--- config.mk ---
export PLATFORM = sky130hd
export DESIGN_NAME = keyscan_top
export DESIGN_NICKNAME = d
export VERILOG_FILES = /design/src/rtl/keyscan_pkg.sv /design/src/rtl/keyscan_rowctr.sv /design/src/rtl/keyscan_debounce.sv /design/src/rtl/keyscan_fifo.sv /design/src/rtl/keyscan_top.sv
export SDC_FILE = /design/constraint.sdc
export NUM_CORES = 1
export LEC_CHECK = 0
export ABC_AREA = 1
export ABC_CLOCK_PERIOD_IN_PS = 4000
export CAP_MARGIN = 15
export CORE_MARGIN = 2
export CORE_UTILIZATION = 40
export CTS_BUF_LIST = sky130_fd_sc_hd__clkbuf_2 sky130_fd_sc_hd__clkbuf_4 sky130_fd_sc_hd__clkbuf_8
export DETAILED_ROUTE_END_ITERATION = 8
export DONT_BUFFER_PORTS = 1
export MAX_ROUTING_LAYER = met4
export PLACE_DENSITY_LB_ADDON = 0.2
export SYNTH_ARGS = -nofsm -noshare
export SYNTH_HDL_FRONTEND = slang
export SYNTH_SLANG_ARGS = --single-unit
--- constraint.sdc ---
create_clock -name clk -period 4 [get_ports clk]
set_clock_uncertainty 0.15 [all_clocks]
set_input_delay 0.4 -clock clk [delete_from_list [all_inputs] [get_ports clk]]
set_output_delay 0.4 -clock clk [all_outputs]
set_load 0.02 [all_outputs]
--- src/rtl/keyscan_pkg.sv ---
`timescale 1ns/1ps
package keyscan_pkg;
  // Key byte field widths; the byte layout is fixed at 8 bits
  localparam int KEY_ROW_W = 3;
  localparam int KEY_COL_W = 3;

  typedef logic [7:0] key_byte_t;

  // Layout: control, shift, row, column (MSB to LSB)
  function automatic key_byte_t pack_key(input logic ctrl, input logic shift,
                                         input logic [KEY_ROW_W-1:0] row,
                                         input logic [KEY_COL_W-1:0] col);
    return {ctrl, shift, row, col};
  endfunction

  // Next index of a circular pointer over 'depth' slots
  function automatic int unsigned wrap_inc(input int unsigned idx, input int unsigned depth);
    return (idx == depth - 1) ? 0 : idx + 1;
  endfunction
endpackage

--- src/rtl/keyscan_rowctr.sv ---
`timescale 1ns/1ps
module keyscan_rowctr #(
  parameter int ROWS = 8,
  localparam int ROW_W = (ROWS > 1) ? $clog2(ROWS) : 1
) (
  input  logic             clk,
  input  logic             rst,
  input  logic             tick,
  output logic [ROW_W-1:0] row
);
  import keyscan_pkg::*;

  logic [ROW_W-1:0] row_q;

  always_ff @(posedge clk) begin
    if (rst) row_q <= '0;
    else if (tick) row_q <= ROW_W'(wrap_inc(int'(row_q), ROWS));
  end

  assign row = row_q;

  // one row per strobe, wrapping at the last row
  a_r2_row_step: assert property (@(posedge clk) disable iff (rst)
    tick |=> (row_q == (($past(row_q) == ROW_W'(ROWS-1)) ? '0 : $past(row_q) + 1'b1)));
  // no strobe, no movement
  a_r2_row_hold: assert property (@(posedge clk) disable iff (rst)
    !tick |=> $stable(row_q));
endmodule

--- src/rtl/keyscan_debounce.sv ---
`timescale 1ns/1ps
module keyscan_debounce #(
  parameter int ROWS = 8,
  parameter int COLS = 8,
  localparam int ROW_W = (ROWS > 1) ? $clog2(ROWS) : 1,
  localparam int COL_W = (COLS > 1) ? $clog2(COLS) : 1
) (
  input  logic             clk,
  input  logic             rst,
  input  logic             tick,
  input  logic [ROW_W-1:0] row,
  input  logic [COLS-1:0]  ret,
  input  logic             nkro,
  output logic             hit,
  output logic [COL_W-1:0] hit_col
);
  // Per key: closed on the previous visit, and already queued
  logic [COLS-1:0] seen_q [ROWS];
  logic [COLS-1:0] rep_q  [ROWS];

  logic [COLS-1:0] fresh;
  logic [COLS-1:0] grant_mask;
  logic            any_rep;
  logic            lockout;
  logic            found;

  function automatic logic [COL_W-1:0] lowest_set(input logic [COLS-1:0] v);
    logic [COL_W-1:0] idx;
    idx = '0;
    for (int i = COLS - 1; i >= 0; i--) if (v[i]) idx = COL_W'(i);
    return idx;
  endfunction

  always_comb begin
    any_rep = 1'b0;
    for (int r = 0; r < ROWS; r++) any_rep = any_rep | (|rep_q[r]);
  end

  assign fresh      = ret & seen_q[row] & ~rep_q[row];
  assign found      = |fresh;
  assign lockout    = !nkro && any_rep;
  assign hit        = tick && found && !lockout;
  assign hit_col    = lowest_set(fresh);
  assign grant_mask = hit ? (COLS'(1) << hit_col) : '0;

  always_ff @(posedge clk) begin
    if (rst) begin
      for (int r = 0; r < ROWS; r++) begin
        seen_q[r] <= '0;
        rep_q[r]  <= '0;
      end
    end else if (tick) begin
      seen_q[row] <= ret;
      rep_q[row]  <= (rep_q[row] & ret) | grant_mask;
    end
  end

  // a granted key is marked reported on the following cycle
  a_r5_mark_after_grant: assert property (@(posedge clk) disable iff (rst)
    hit |=> rep_q[$past(row)][$past(hit_col)]);
endmodule

--- src/rtl/keyscan_fifo.sv ---
`timescale 1ns/1ps
module keyscan_fifo #(
  parameter int DEPTH = 8,
  parameter int W     = 8,
  localparam int PTR_W = (DEPTH > 1) ? $clog2(DEPTH) : 1,
  localparam int CNT_W = $clog2(DEPTH + 1)
) (
  input  logic             clk,
  input  logic             rst,
  input  logic             push,
  input  logic [W-1:0]     din,
  input  logic             pop,
  input  logic             clr,
  output logic [W-1:0]     head,
  output logic [CNT_W-1:0] count,
  output logic             ovr
);
  import keyscan_pkg::*;

  logic [W-1:0]     mem [DEPTH];
  logic [PTR_W-1:0] wr_q, rd_q;
  logic [CNT_W-1:0] cnt_q;
  logic             ovr_q;
  logic             full, empty, push_ok, pop_ok;

  assign full    = (cnt_q == CNT_W'(DEPTH));
  assign empty   = (cnt_q == '0);
  assign push_ok = push && !full && !clr;
  assign pop_ok  = pop && !empty && !clr;

  always_ff @(posedge clk) begin
    if (push_ok) mem[wr_q] <= din;
  end

  always_ff @(posedge clk) begin
    if (rst || clr) begin
      wr_q  <= '0;
      rd_q  <= '0;
      cnt_q <= '0;
      ovr_q <= 1'b0;
    end else begin
      if (push_ok) wr_q <= PTR_W'(wrap_inc(int'(wr_q), DEPTH));
      if (pop_ok)  rd_q <= PTR_W'(wrap_inc(int'(rd_q), DEPTH));
      cnt_q <= cnt_q + CNT_W'(push_ok) - CNT_W'(pop_ok);
      if (push && full) ovr_q <= 1'b1;
    end
  end

  assign head  = mem[rd_q];
  assign count = cnt_q;
  assign ovr   = ovr_q;

  // occupancy never exceeds the depth
  a_r8_bound: assert property (@(posedge clk) disable iff (rst)
    cnt_q <= CNT_W'(DEPTH));
  // popping an empty queue with no push leaves it empty
  a_r8_pop_empty: assert property (@(posedge clk) disable iff (rst)
    (pop && empty && !push && !clr) |=> (cnt_q == '0));
  // push on a full queue is dropped and raises the flag
  a_r10_drop_full: assert property (@(posedge clk) disable iff (rst)
    (push && full && !clr) |=> (ovr_q && cnt_q == $past(cnt_q) - CNT_W'($past(pop))));
endmodule

--- src/rtl/keyscan_top.sv ---
`timescale 1ns/1ps
module keyscan_top #(
  parameter int ROWS   = 8,
  parameter int COLS   = 8,
  parameter int DEPTH  = 8,
  parameter int SCAN_W = 4
) (
  input  logic                         clk,
  input  logic                         rst,
  input  logic                         scan_tick,
  input  logic [COLS-1:0]              ret_in,
  input  logic                         shift_in,
  input  logic                         ctrl_in,
  input  logic                         nkro_mode,
  input  logic                         pop,
  input  logic                         fifo_clear,
  output logic [SCAN_W-1:0]            scan_line,
  output logic [7:0]                   key_data,
  output logic [$clog2(DEPTH+1)-1:0]   fifo_count,
  output logic                         irq,
  output logic                         overrun
);
  import keyscan_pkg::*;

  // ROWS and COLS are limited to 8 each by the 3-bit key byte fields
  localparam int ROW_W = (ROWS > 1) ? $clog2(ROWS) : 1;
  localparam int COL_W = (COLS > 1) ? $clog2(COLS) : 1;

  logic [ROW_W-1:0] row;
  logic             key_hit;
  logic [COL_W-1:0] key_col;
  key_byte_t        key_byte;

  keyscan_rowctr #(.ROWS(ROWS)) u_rowctr (
    .clk(clk), .rst(rst), .tick(scan_tick), .row(row)
  );

  keyscan_debounce #(.ROWS(ROWS), .COLS(COLS)) u_debounce (
    .clk(clk), .rst(rst), .tick(scan_tick), .row(row), .ret(ret_in),
    .nkro(nkro_mode), .hit(key_hit), .hit_col(key_col)
  );

  assign key_byte = pack_key(ctrl_in, shift_in, KEY_ROW_W'(row), KEY_COL_W'(key_col));

  keyscan_fifo #(.DEPTH(DEPTH), .W(8)) u_fifo (
    .clk(clk), .rst(rst), .push(key_hit), .din(key_byte), .pop(pop),
    .clr(fifo_clear), .head(key_data), .count(fifo_count), .ovr(overrun)
  );

  assign scan_line = SCAN_W'(row);
  assign irq       = (fifo_count != '0);

  // a clear empties the queue and drops both flags
  a_r11_clear: assert property (@(posedge clk) disable iff (rst)
    fifo_clear |=> (fifo_count == '0 && !irq && !overrun));
  // a queued key reads closed on the return lines at that moment
  a_r3_key_closed: assert property (@(posedge clk) disable iff (rst)
    key_hit |-> ret_in[key_col]);
endmodule

## Word level (Yosys, flattened, before mapping)

Memories as Yosys holds them, arrays and structs flattened. A register that Yosys moved wholly into a read port is not among the register bits.
Index checks and enable logic that the tools add are counted.
Widths: inputs -> output; s select.

| word-level totals | value |
|---|---|
| bits in registers | 14 |
| bits in writable memories | 192 |
| input bits | 16 |
| output and inout port bits | 18 |
| logic and storage cells | 88 |
| memories kept | 3 |

Memory list:

| name | depth | width | read ports | clocked after memory_dff | write ports | line | RTL |
|---|---|---|---|---|---|---|---|
| u_debounce.rep_q | 8 | 8 | 9 | 1 | 8 | keyscan_debounce.sv:19 | `logic [COLS-1:0] rep_q [ROWS];` |
| u_debounce.seen_q | 8 | 8 | 1 | 1 | 8 | keyscan_debounce.sv:18 | `logic [COLS-1:0] seen_q [ROWS];` |
| u_fifo.mem | 8 | 8 | 1 | 1 | 1 | keyscan_fifo.sv:20 | `logic [W-1:0] mem [DEPTH];` |

| operators by class | value |
|---|---|
| $add $sub $neg | 5 |
| equal/unequal tests | 4 |
| shifts and indexed selects | 1 |
| muxes and demuxes | 31 |
| bitwise logic cells | 12 |
| reductions and logical operators | 27 |

Operator list:

| operator | number |
|---|---|
| $reduce_or 8->1 | 11 |
| $mux 3 | 19 |
| $and 8x8->8 | 3 |
| $mux 8 | 3 |
| $add 3x1->3 const B | 3 |
| $eq 3x3->1 const B | 3 |
| $mux 1 | 9 |
| $logic_and 1x1->1 | 8 |
| $not 8->8 | 1 |
| $or 8x8->8 | 1 |
| $shl 1x3->8 const A | 1 |
| $or 1x1->1 | 7 |
| $logic_not 1->1 | 5 |
| $add 4x1->4 | 1 |
| $eq 4x4->1 const B | 1 |
| $logic_not 4->1 | 1 |
| $reduce_bool 4->1 | 1 |
| $sub 4x1->4 | 1 |
| $logic_or 1x1->1 | 1 |

## Longest topological paths before layout

An unclocked memory read counts as a cell.

| logic depth | value |
|---|---|
| depth after elaboration | 16 |
| depth in mapped cells | 20 |
| mapped depth without buffers | 18 |

## Modules after synthesis

A second synthesis with hierarchy kept.

| unflattened totals | value |
|---|---|
| cells, all modules | 1150 |
| area, all modules | 10410.0 um^2 |

By module, submodules not included:

| module | times used | cells each | area an instance (um^2) | sequential area each (um^2) |
|---|---|---|---|---|
| keyscan_debounce | 1 | 749 | 6647.6 | 3843.7 |
| keyscan_fifo | 1 | 378 | 3601.0 | 2202.1 |
| keyscan_rowctr | 1 | 18 | 138.9 | 60.1 |
| keyscan_top | 1 | 5 | 22.5 | 0.0 |

## Least setup slack after synthesis

Ideal clock, no wire load.

| timing path | value |
|---|---|
| kind | flip-flop to flip-flop |
| from | reg (tool-made name) |
| to | reg u_fifo.cnt_q[2] (netlist: u_fifo.count[2]) |
| library setup time | 0.116 ns |
| data arrival time | 2.299 ns |
| required time | 3.734 ns |
| setup slack | 1.435 ns |
| cell stages (with the launch flop) | 18 |
| buffers on the path | 2 |
| cells stage by stage | dfxtp_1 > buf_6 > buf_4 > nand2_1 > nand3_1 > nand3_1 > a21oi_2 > nand2_4 > nand2_4 > nor2_4 > nand2_1 > nand4_2 > inv_2 > ha_1 > inv_1 > fa_1 > xor2_1 > nor2_1 |

RTL lines:

| item | line | RTL |
|---|---|---|
| end signal: assignment | keyscan_fifo.sv:44 | `cnt_q <= cnt_q + CNT_W'(push_ok) - CNT_W'(pop_ok);` |
| end: declaration | keyscan_fifo.sv:22 | `logic [CNT_W-1:0] cnt_q;` |

==> reports/summary.txt <==
STATUS
------------------------------------------------------------------------------------------
Status                                                                        finished, final reports clean

PLACED DESIGN
------------------------------------------------------------------------------------------
Post-detailed-placement cell area                                                10290 µm²
Post-detail-place hpwl                                                            15.45 mm
Number of buffer cells added on primary ports                                            0
Total placed cells including tap cells                                                1315
Routability Congestion                                                              0.8511

ROUTING
------------------------------------------------------------------------------------------
DR WL/cell                                                                        18.67 µm
DR vias/cell                                                                         5.232
Iter 0 DRT Violations                                                                  589
Routed wire length                                                                25.92 mm
DRT antenna net count                                                                    0
Detailed Routing Iterations Pass 1                                                       4
Total via count in the routed design                                                  7262
Number of remaining DRC errors                                                           0

WORST SETUP PATH
------------------------------------------------------------------------------------------
Crit path top cell by count                                                        nand2_1
Worst Setup Path Type                                                           reg -> reg
Kind of start point of the critical path                                          register
Critical Path, Cell by Cell                                                   buf_4, nor2_1, nor2_1, o21ai_0, nand2_1, nand2_1, nand2_1, nand3_1, nand2_1, nor2_1, nand2_1, nand4_2, inv_2, ha_1, inv_1, fa_1, xor2_1, nor2_1
Critical-path maximum fanout                                                            34
R2R depth                                                                               18
Crit path DAT                                                                      3.32 ns
Cell class contributing the biggest share of worst-path delay                 simple AND/OR/NAND/NOR gates
Biggest cell delay along the critical path                                         0.40 ns
Data required time of the critical path                                            4.26 ns
CP Buf/Inv Count                                                                         3
Critical path endpoint category                                                   register
Number of cells on the critical path                                                    18
Slowest stage cell, crit path                                                         fa_1

PWR
------------------------------------------------------------------------------------------
Peak VDD IR                                                                      0.2214 mV
Power density over cell area                                                  471.8 nW/µm²
Leakage power summed over all cells                                               4.306 nW

TIMING
------------------------------------------------------------------------------------------
Hold Slack                                                                      0.03471 ns
Final hold vios                                                                          0
Tightest slew margin relative to the limit                                          28.84%
Maximum clock frequency                                                          326.5 MHz
Setup-failing EPs final                                                                  0
Pins over their slew limit                                                               0
Final Cycle Share                                                                   76.57%
RSZ-0062 raised after global routing                                                 false
Setup TNS                                                                             0 ns
Shortest period the worst path allows                                             3.063 ns
Worst slew pin tran                                                               1.065 ns

SYNTHESIS
------------------------------------------------------------------------------------------
Synthesized area per cell                                                        9.866 µm²
Warnings from Yosys                                                                      0
Cell types with the highest counts after synthesis                            nor2_1 (241), edfxtp_1 (192), nand2_1 (145)
Sequential cell area fraction in the yosys report                                   62.50%
Area fraction of the dominant cell type after synthesis                             58.44%
Number of library cell types mapped by synthesis                                        39
Post-synthesis share of cell area spent on xor and xnor gates                     0.08878%
Multiplexer area fraction after synthesis                                               0%
Area fraction in compound gates after synthesis                                     9.258%
Synthesized netlist cell count                                                        1000
Post-Synthesis Cell Area                                                          9866 µm²
Most used DFF post-synth                                                          edfxtp_1
Register bit total from synthesis                                                      212
Synth area leader                                                                 edfxtp_1
Cell types with the largest area share after synthesis                        edfxtp_1 (58%), nor2_1 (9.2%), nand2_1 (5.5%)
Main combinational cell family by area after synthesis                        simple AND/OR/NAND/NOR gates
Async SR Flop Fraction                                                                  0%
Number of flops mapped to enable cells by yosys                                        192
Area fraction in and, or, nand and nor cells after synthesis                        21.33%
Share of synthesized cell area in full adder, half adder and majority cells         1.725%
Most frequent cell after synthesis                                                  nor2_1
Total nets after synthesis                                                            1029

FINISH
------------------------------------------------------------------------------------------
Final Util                                                                          46.03%
Total of fill cells in the finished design                                            2329
Synthesis-to-layout area growth                                                     13.14%
Number of cells in the finished layout apart from fillers                             1388
Number of diodes                                                                         0
Final instance area                                                              11160 µm²
Share of layout cells above drive strength 1                                        11.47%
NumNets Final                                                                         1065

CLOCKING
------------------------------------------------------------------------------------------
Clock tree root driver cell                                                       clkbuf_8
Register clock-pin slew on the reported worst setup and hold paths                 0.06 ns
Total number of H-tree levels                                                            2
Clock sinks                                                                            212
CTS tree                                                                               yes
Number of buffers created by CTS                                                        38
Clock Tree Buf Depth                                                                     3
Clock insertion delay at the later pin of the skew report                          0.53 ns
Setup Buffers After CTS                                                                  0
Number of instances resized during post-cts repair                                       0

GLOBAL ROUTING
------------------------------------------------------------------------------------------
Global route total overflow                                                              0
Via count of the first global-routing pass                                            6954
Initial antenna violation count                                                          0
Global-route usage over all layers                                                  20.86%
Pin count of the biggest net entering global routing                                    40
Global-route wire length before repair                                            40.10 mm

DIE
------------------------------------------------------------------------------------------
Total Die Area                                                                   25940 µm²
Placeable core region                                                            24250 µm²
Height of the die                                                                 161.1 µm
Cell row count                                                                          57
Die Span X                                                                        161.1 µm
Count of boundary I/O pins                                                              34
Starting density of the core                                                        40.69%

MIN PATH
------------------------------------------------------------------------------------------
Worst hold path cell count                                                               2
Path category of the worst min-delay check                                       in -> reg

JOB
------------------------------------------------------------------------------------------
Count of max-cap constraint violations                                                   0

==> timing repair <==
item | in CTS | in global routing
endpoints found under the setup margin | 0 | 0
hold endpoints to repair | 27 | 0
hold buffers | 5 | 0
==> metal layers <==
layer	global-route usage [%]	wire [µm]	share of wire [%]	vias to the layer above
met4	7.468	722	2.8	0
met1	27.77	11260	43	3474
met3	3.852	1796	6.9	51
met2	32.23	12140	47	246
met5	-	0	0	-
li1	-	-	-	3491
==> cells by family after synthesis <==
family	Yosys count
compound gates	173
xor+xnor	1
fa+ha+maj	13
buf+inv	117
flops	212
other cells	1
simple gates	483
==> where the power goes <==
part	total [mW]	leakage, nW	switching (mW)	internal [mW]
Combinational	0.559	1.80	0.417	0.142
Sequential	2.55	2.07	0.0392	2.51
Clock	2.16	0.429	0.890	1.27
==> layout make-up <==
class                           instances  area, µm²  share of cell area, %
Tap cell                              324      405.4                  3.632
Timing Repair Buffer                   36      282.8                  2.533
Sequential cell                       212       6167                  55.25
Clock inverter                         12      108.9                 0.9752
Multi-Input combinational cell        671       3201                  28.67
Inverter                               77      289.0                  2.589
Clock buffer                           56      708.2                  6.345
==> placed cells by master (no fill, tap or decap), types with 5 or more instances in the layout <==
master and instances:
nor2_1 241, buf_4 31, a31oi_1 8, edfxtp_1 192, clkbuf_4 10, nand3_1 61
nand2_1 145, o22ai_1 8, ha_1 12, o21ai_1 20, a21oi_1 72, dlygate4sd3_1 5
nand2_2 6, nand4_1 5, clkinv_1 10, o21ai_0 57, dfxtp_1 19, inv_1 70
clkbuf_8 46
==> sequential cells by signal, summed over array words and instances, names as in the netlist, named ones only <==
signal and flops:
u_rowctr.row 3, u_fifo.wr_q 3, u_debounce.rep_q 64, u_fifo.mem 64
u_fifo.rd_q 3, u_fifo.ovr 1, u_fifo.count 4, u_debounce.seen_q 64
==> final timing paths <==
kind	startpoint	endpoint	slack, ns
worst min register to register	u_fifo.rd_q[1]$_SDFFE_PP0P_	register	0.35
worst min-delay path	scan_tick	register	0.03
worst max-delay path	register	u_fifo.count[2]$_SDFF_PP0_	0.94
worst max register to register	register	u_fifo.count[2]$_SDFF_PP0_	0.94
==> worst register-to-register path: cells and delay by family, from the launching register on <==
kind | cells | cell delay (ns)
AO/OA/AOI/OAI | 1 | 0.12
XOR/XNOR | 1 | 0.14
adder cells (fa/ha/maj) | 2 | 0.54
buffers and inverters | 3 | 0.53
flip-flops | 1 | 0.35
AND/OR/NAND/NOR | 11 | 1.12
==> metrics by stage <==
step,worst slack (ns),total power [mW]
5_1_grt,0.6164,5.487
3_5_place_dp,0.9683,3.150
2_1_floorplan,1.435,2.990
6_report,0.9373,5.267
3_3_place_gp,0.9825,3.147
4_1_cts,0.9455,5.317
(Power assumes the default switching activity.)
